===== config.mk =====
export PLATFORM = sky130hd
export DESIGN_NAME = uart_baud_resync
export DESIGN_NICKNAME = d
export VERILOG_FILES = /design/src/rtl/uart_baud_pkg.sv /design/src/rtl/baud_prescale.sv /design/src/rtl/baud_os_divider.sv /design/src/rtl/rx_resync.sv /design/src/rtl/bit_phase.sv /design/src/rtl/uart_baud_resync.sv
export SDC_FILE = /design/constraint.sdc
export NUM_CORES = 1
export LEC_CHECK = 0
export BUFFER_PORTS_ARGS = -buffer_cell sky130_fd_sc_hd__buf_2
export CORE_MARGIN = 5
export CORE_UTILIZATION = 49
export DETAILED_ROUTE_END_ITERATION = 6
export PLACE_DENSITY_LB_ADDON = 0.3
export SLEW_MARGIN = 15
export SYNTH_ARGS = -nofsm -noshare
export SYNTH_HDL_FRONTEND = slang
export SYNTH_HIERARCHICAL = 1
export SYNTH_SLANG_ARGS = --single-unit

===== constraint.sdc =====
create_clock -name clk -period 1.7 [get_ports clk]
set_clock_uncertainty 0.1 [all_clocks]
set_input_delay 0.255 -clock clk [delete_from_list [all_inputs] [get_ports clk]]
set_output_delay 0.255 -clock clk [all_outputs]
set_load 0.05 [all_outputs]

===== src/rtl/uart_baud_pkg.sv =====
package uart_baud_pkg;
    localparam int unsigned BAUD_PRE_DIV_DEF = 4;
    localparam int unsigned BAUD_DIV_W_DEF   = 10;
    localparam int unsigned BAUD_OVS_DEF     = 16;

    function automatic int unsigned cnt_width(input int unsigned modulus);
        return (modulus > 1) ? $clog2(modulus) : 1;
    endfunction
endpackage


===== src/rtl/baud_prescale.sv =====
module baud_prescale
    import uart_baud_pkg::*;
#(
    parameter int unsigned PRE_DIV = BAUD_PRE_DIV_DEF
) (
    input  logic clk,
    input  logic rst_n,
    input  logic en,
    output logic ref_tick
);
    localparam int unsigned CW = cnt_width(PRE_DIV);
    localparam logic [CW-1:0] LAST = CW'(PRE_DIV - 1);

    typedef struct packed {
        logic [CW-1:0] cnt;
    } pre_state_t;

    pre_state_t state_d, state_q;

    always_comb begin
        state_d  = state_q;
        ref_tick = 1'b0;
        if (!en) begin
            state_d.cnt = '0;
        end else if (state_q.cnt == LAST) begin
            ref_tick    = 1'b1;
            state_d.cnt = '0;
        end else begin
            state_d.cnt = state_q.cnt + 1'b1;
        end
    end

    always_ff @(posedge clk or negedge rst_n) begin
        if (!rst_n) state_q <= '0;
        else        state_q <= state_d;
    end

    generate
        if (PRE_DIV > 1) begin : g_spacing_chk
            // reference pulses are never back to back
            a_r1_ref_spacing: assert property (@(posedge clk) disable iff (!rst_n)
                ref_tick |=> !ref_tick);
        end
    endgenerate
endmodule


===== src/rtl/baud_os_divider.sv =====
module baud_os_divider
    import uart_baud_pkg::*;
#(
    parameter int unsigned DIV_W = BAUD_DIV_W_DEF
) (
    input  logic             clk,
    input  logic             rst_n,
    input  logic             en,
    input  logic             ref_tick,
    input  logic [DIV_W-1:0] div_m1,
    output logic             os_tick
);
    typedef struct packed {
        logic [DIV_W-1:0] cnt;
        logic             tick;
    } div_state_t;

    div_state_t state_d, state_q;

    always_comb begin
        state_d      = state_q;
        state_d.tick = 1'b0;
        if (!en) begin
            state_d.cnt = '0;
        end else if (ref_tick) begin
            if (state_q.cnt == div_m1) begin
                state_d.cnt  = '0;
                state_d.tick = 1'b1;
            end else begin
                state_d.cnt = state_q.cnt + 1'b1;
            end
        end
    end

    always_ff @(posedge clk or negedge rst_n) begin
        if (!rst_n) state_q <= '0;
        else        state_q <= state_d;
    end

    assign os_tick = state_q.tick;

    // every oversampling tick follows a reference pulse
    a_r2_tick_after_ref: assert property (@(posedge clk) disable iff (!rst_n)
        os_tick |-> $past(ref_tick));
endmodule


===== src/rtl/rx_resync.sv =====
module rx_resync (
    input  logic clk,
    input  logic rst_n,
    input  logic en,
    input  logic rx_raw,
    output logic line_edge
);
    typedef struct packed {
        logic s1;
        logic s2;
        logic prev;
    } sync_state_t;

    sync_state_t state_d, state_q;

    always_comb begin
        state_d      = state_q;
        state_d.s1   = rx_raw;
        state_d.s2   = state_q.s1;
        state_d.prev = state_q.s2;
        line_edge    = en && (state_q.s2 != state_q.prev);
    end

    always_ff @(posedge clk or negedge rst_n) begin
        if (!rst_n) state_q <= '1;
        else        state_q <= state_d;
    end

    // an edge is reported only when the synchronized line has just moved
    a_r8_edge_source: assert property (@(posedge clk) disable iff (!rst_n)
        line_edge |-> (state_q.s2 != $past(state_q.s2)));
endmodule


===== src/rtl/bit_phase.sv =====
module bit_phase
    import uart_baud_pkg::*;
#(
    parameter int unsigned OVS       = BAUD_OVS_DEF,
    parameter int unsigned SAMPLE_AT = OVS / 2
) (
    input  logic clk,
    input  logic rst_n,
    input  logic en,
    input  logic os_tick,
    input  logic line_edge,
    output logic sample_strobe,
    output logic bit_tick
);
    localparam int unsigned PW = cnt_width(OVS);
    localparam logic [PW-1:0] PH_LAST   = PW'(OVS - 1);
    localparam logic [PW-1:0] PH_SAMPLE = PW'(SAMPLE_AT - 1);

    typedef struct packed {
        logic [PW-1:0] ph;
    } phase_state_t;

    phase_state_t state_d, state_q;

    always_comb begin
        state_d       = state_q;
        sample_strobe = 1'b0;
        bit_tick      = 1'b0;
        if (!en || line_edge) begin
            state_d.ph = '0;
        end else if (os_tick) begin
            sample_strobe = (state_q.ph == PH_SAMPLE);
            bit_tick      = (state_q.ph == PH_LAST);
            state_d.ph    = (state_q.ph == PH_LAST) ? '0 : state_q.ph + 1'b1;
        end
    end

    always_ff @(posedge clk or negedge rst_n) begin
        if (!rst_n) state_q <= '0;
        else        state_q <= state_d;
    end

    // a line transition restarts the phase count
    a_r4_realign: assert property (@(posedge clk) disable iff (!rst_n)
        line_edge |=> (state_q.ph == '0));
    // the mid-bit strobe rides on an oversampling tick
    a_r5_sample_on_tick: assert property (@(posedge clk) disable iff (!rst_n)
        sample_strobe |-> os_tick);
    // the bit tick rides on an oversampling tick
    a_r3_bit_on_tick: assert property (@(posedge clk) disable iff (!rst_n)
        bit_tick |-> os_tick);
    // the two strobes are exclusive
    a_r9_exclusive: assert property (@(posedge clk) disable iff (!rst_n)
        !(sample_strobe && bit_tick));
    // disabling clears the phase
    a_r6_idle_clear: assert property (@(posedge clk) disable iff (!rst_n)
        !en |=> (state_q.ph == '0));
endmodule


===== src/rtl/uart_baud_resync.sv =====
module uart_baud_resync
    import uart_baud_pkg::*;
#(
    parameter int unsigned PRE_DIV = BAUD_PRE_DIV_DEF,
    parameter int unsigned DIV_W   = BAUD_DIV_W_DEF,
    parameter int unsigned OVS     = BAUD_OVS_DEF
) (
    input  logic             clk,
    input  logic             rst_n,
    input  logic             enable,
    input  logic [DIV_W-1:0] div_m1,
    input  logic             rx_line,
    output logic             os_tick,
    output logic             bit_tick,
    output logic             sample_strobe
);
    logic ref_tick;
    logic os_raw;
    logic line_edge;

    baud_prescale #(.PRE_DIV(PRE_DIV)) u_pre (
        .clk      (clk),
        .rst_n    (rst_n),
        .en       (enable),
        .ref_tick (ref_tick)
    );

    baud_os_divider #(.DIV_W(DIV_W)) u_div (
        .clk      (clk),
        .rst_n    (rst_n),
        .en       (enable),
        .ref_tick (ref_tick),
        .div_m1   (div_m1),
        .os_tick  (os_raw)
    );

    assign os_tick = os_raw && enable;

    rx_resync u_sync (
        .clk       (clk),
        .rst_n     (rst_n),
        .en        (enable),
        .rx_raw    (rx_line),
        .line_edge (line_edge)
    );

    bit_phase #(.OVS(OVS), .SAMPLE_AT(OVS / 2)) u_phase (
        .clk           (clk),
        .rst_n         (rst_n),
        .en            (enable),
        .os_tick       (os_tick),
        .line_edge     (line_edge),
        .sample_strobe (sample_strobe),
        .bit_tick      (bit_tick)
    );

    // outputs are quiet in the first cycle after reset
    a_r7_reset_quiet: assert property (@(posedge clk) disable iff (!rst_n)
        $rose(rst_n) |-> !os_tick && !bit_tick && !sample_strobe);
endmodule


==> results by stage <==
Finish:
- In the final layout, the share of cells above drive strength 1 is 0.4898.
- The repair_antennas step left the layout with diodes totalling 0.
- The number of nets in the layout is 165.
- Compared with the post-synthesis result, the final layout area differs by 43.22%.
- The post-layout instance count excluding filler cells is around 180.

STA:
- The slew of the pin with the lowest slew margin is 0.4853 ns.
- The least setup slack across all paths after layout is -0.2260 ns.
- The final sum of negative setup slack is -1.277 ns.
- The headroom to the max-slew limit is 0.6764.
- The number of setup violations in the final report is 12.
- The highest attainable clock frequency is 519.2 MHz.
- The final count of pins violating max slew is 0.
- Setup repair after global routing could not meet its margin everywhere.
- The time the final worst path needs with I/O delays and setup is 1.926 ns.
- The post-route fraction of the period consumed by the critical path is 1.133.
- The count of final hold-check violations was 0.

Power:
- The static power due to leakage is ~0.7 nW.
- Power spread over the standard cell area amounts to about 630 mW/mm^2.
- IR analysis of the VDD net gives a maximum drop of roughly 520 uV.

Yosys:
- The biggest area consumer among synthesized cells is sky130_fd_sc_hd__dfrtp_1.
- The share of the Yosys chip area taken by registers is 0.4595.
- The share of synthesized area in the top cell type comes to 0.3877.
- Synthesis produced a netlist with a net count of between 100 and 150.
- Counting flops and latches in the post-synthesis netlist gives 20.
- In this run the cell area of the synthesized design comes to about 0.0011 mm^2.
- The distinct cell type count of the synthesized netlist is 37.
- The number of flops mapped to enable cells by yosys is 0.
- The mean post-synth cell area is 9.975 um^2.
- The proportion of synthesized flip-flops having asynchronous set or reset is 1.000.
- The number of warnings printed during yosys synthesis is 6.
- In the synthesized netlist, the number of instances is 110.
- The flip-flop cell with the highest count after synthesis is sky130_fd_sc_hd__dfrtp_1.
- By area the synthesized netlist is led by sky130_fd_sc_hd__dfrtp_1 39%, sky130_fd_sc_hd__xor2_1 9.6%, sky130_fd_sc_hd__dfstp_2 7.2%.

Place:
- The worst setup slack before clock tree synthesis is -0.04653 ns.
- Detailed placement ended at an HPWL of about 1800 um.
- Once placement completed, the tool counted placed cells totaling 163.
- The count of buffers inserted at the top-level ports is 16.
- The placer's final routability congestion estimate is 0.8402.

Hold path:
- The path with the worst hold slack has its endpoint at u_pre/state_q[1].
- The kind of path behind the tightest hold check is in -> reg.
- The worst hold path depth is 2.
- The critical hold path startpoint is enable.

Clocking:
- The insertion delay to the later sink of the worst-skew pair is a little over 0.3 ns.
- In this run the number of H-tree levels came out at 1.
- Clock tree synthesis selected as its root buffer the cell sky130_fd_sc_hd__clkbuf_4.
- The number of sinks handled by clock tree synthesis is 20.
- The clock tree from TritonCTS is done.
- The clock passes through at most 2 buffers.
- After clock tree synthesis, the clock-pin slew on the worst setup and hold paths is about 0.12 ns.
- Buffers inserted during clock tree synthesis total 3.

Setup path:
- The worst setup path is of the reg -> out kind.
- The critical path startpoint category is a flip-flop.
- The highest fanout seen on the critical path is 2.
- Counting cells, the worst reg-to-reg path comes to 7.
- The worst register-to-register path has a setup slack of -0.14 ns.
- The type of destination of the critical path is an output pin.
- The endpoint identified for the worst register-to-register timing path is u_div/state_q[3].
- In this run the critical register-to-register path is launched from u_div/state_q[6].
- STA puts the critical path data required time at approximately 1.3 ns.
- STA puts the critical path data arrival time at around 1.6 ns.

Die:
- For this configuration, the core starts out at a cell density of 0.5058.
- Pin placement for this block handled 17 I/O pins.
- The die outline height is 57.32 um.
- Row generation in the floorplan step produced 17 rows.
- In this run the standard cell core region covers 0.002170 mm^2.
- The floorplan die area is about 0.0033 mm^2.
- The width of the die is approximately 57 um.

Detailed routing:
- The ratio of routed vias to standard cells is 5.486.
- After detailed routing, the average wire length per cell comes to about 17 um.
- Before antenna repair, the detailed router went through 4 iterations.
- In the routed design, unresolved DRC markers number 0.
- In this run the remaining antenna-violating nets after routing total 0.
- The overall via count from detail_route is between 900 and 1,000.
- The final wirelength is ~3000 um.
- The first routing iteration left between 40 and 50 violations.

GRT:
- The largest net degree at the start of global routing is 21.
- The global-route usage over all layers is 0.1763.
- The number of antenna violations at the first check in global routing is 0.
- The first-pass GRT wire length is 4429 um.
- Summed over all layers, the global routing overflow is 0.
- The via count of the first global-routing pass is between 900 and 1,000.

Outcome:
- The final reports fail on negative setup slack.
- The run finished, with violations left.

Flow run:
- The max-cap check violation count is 0.
==> placed cells by master, fill, tap and decap left out, types with 3 or more instances in the layout <==
| cell | n |
|---|---|
| sky130_fd_sc_hd__buf_2 | 14 |
| sky130_fd_sc_hd__buf_4 | 13 |
| sky130_fd_sc_hd__a21oi_2 | 3 |
| sky130_fd_sc_hd__nand2_1 | 14 |
| sky130_fd_sc_hd__dfstp_2 | 3 |
| sky130_fd_sc_hd__buf_6 | 5 |
| sky130_fd_sc_hd__nand3_2 | 5 |
| sky130_fd_sc_hd__nand3_1 | 3 |
| sky130_fd_sc_hd__dfrtp_1 | 17 |
| sky130_fd_sc_hd__clkbuf_4 | 3 |
| sky130_fd_sc_hd__nor2_1 | 5 |
| sky130_fd_sc_hd__xor2_1 | 10 |
==> critical path: stages, from the launching register on <==
cell,delay [ns]
sky130_fd_sc_hd__dfstp_2,0.56
sky130_fd_sc_hd__xor2_1,0.05
sky130_fd_sc_hd__and2_1,0.14
sky130_fd_sc_hd__nor2b_1,0.12
sky130_fd_sc_hd__and4_2,0.24
sky130_fd_sc_hd__buf_6,0.16
==> cell type report <==
type	count	area (um^2)
clock buffer	3	22.52
clock inverter	1	30.03
fill	156	598.1
inverter	3	11.26
multi-input combinational	85	709.4
sequential	20	504.2
tap	28	35.03
timing repair buffer	35	259.0
==> power breakdown <==
| group | switching, W | leakage, nW | internal, W | total, W |
|---|---|---|---|---|
| clock | 0.000160 | 0.0279 | 0.000238 | 0.000399 |
| sequential | 0.00000666 | 0.267 | 0.000489 | 0.000495 |
| combinational | 0.0000579 | 0.398 | 0.0000418 | 0.0000996 |
| total | 0.000225 | 0.693 | 0.000769 | 0.000994 |
==> worst max path at each step <==
stage                      start               end  slack (ns)  cells after the start
5_1_grt        u_sync/state_d[0]          bit_tick       -0.32                      5
3_3_place_gp   u_div/state_q[10]  u_div/state_q[8]        0.02                      5
3_5_place_dp   u_div/state_q[10]  u_div/state_q[8]       -0.05                      6
6_report       u_sync/state_d[0]          bit_tick       -0.23                      5
4_1_cts        u_sync/state_d[0]     sample_strobe       -0.26                      5
2_1_floorplan   u_div/state_q[6]  u_div/state_q[2]        0.07                      5
==> registers in the layout (all words and copies together) (netlist names) <==
name and cells:
u_div/os_tick 1, u_div/state_q 10, u_phase/state_q 4, u_pre/state_q 2
u_sync/state_d 2, u_sync/state_q 1
==> metal layers <==
metal  part of all wire  up-vias  GRT usage
li1                   -      461          -
met1               0.44      471     0.2532
met2               0.51       26     0.2577
met3              0.048        2    0.02941
met4             0.0060        0    0.08278
met5                  0        -          0
==> cell families after synthesis <==
logic type | Yosys count | synth area share
AND/OR/NAND/NOR | 49 | 0.2566
flip-flops | 20 | 0.4595
AO/OA/AOI/OAI | 18 | 0.1095
XOR/XNOR | 13 | 0.1038
buffers and inverters | 5 | 0.01824
adder cells (fa/ha/maj) | 3 | 0.03421
multiplexers | 2 | 0.01824
==> synthesized netlist by cell type, types with 2 or more instances <==
master	count
sky130_fd_sc_hd__nor4_1	2
sky130_fd_sc_hd__dfstp_2	3
sky130_fd_sc_hd__nor2b_1	2
sky130_fd_sc_hd__ha_1	3
sky130_fd_sc_hd__mux2i_1	2
sky130_fd_sc_hd__nand2b_1	2
sky130_fd_sc_hd__o21ai_0	4
sky130_fd_sc_hd__xor2_1	12
sky130_fd_sc_hd__a31oi_1	2
sky130_fd_sc_hd__nor2_1	5
sky130_fd_sc_hd__dfrtp_1	17
sky130_fd_sc_hd__o311ai_0	3
sky130_fd_sc_hd__nand2_1	14
sky130_fd_sc_hd__nand3_1	9
sky130_fd_sc_hd__a21oi_1	4
sky130_fd_sc_hd__and2_1	3
sky130_fd_sc_hd__inv_1	3
==> stage by stage <==
stage / utilization / total power (W) / hold slack, ns / area (um^2)
after floorplan: - / 0.0005370 / -0.1406 / 1100
after detailed placement: 0.5940 / 0.0005804 / 0.1353 / 1289
after CTS: 0.6621 / 0.0009854 / 0.1517 / 1436
after global routing: 0.7243 / 0.001030 / 0.1643 / 1572
after global placement: 0.5940 / 0.0005752 / 0.1282 / 1289
final: 0.7243 / 0.0009936 / 0.1846 / 1572
==> timing repair <==
action / in CTS / in global routing
resized for setup: 21 / 20
pin swaps: 8 / 14
endpoints found under the setup margin: 12 / 12
setup buffers: 2 / 3
hold endpoints to repair: 18 / 0
hold buffers: 2 / 0
cloned: 1 / 0
Note: power is estimated with default switching activity, not from simulation.
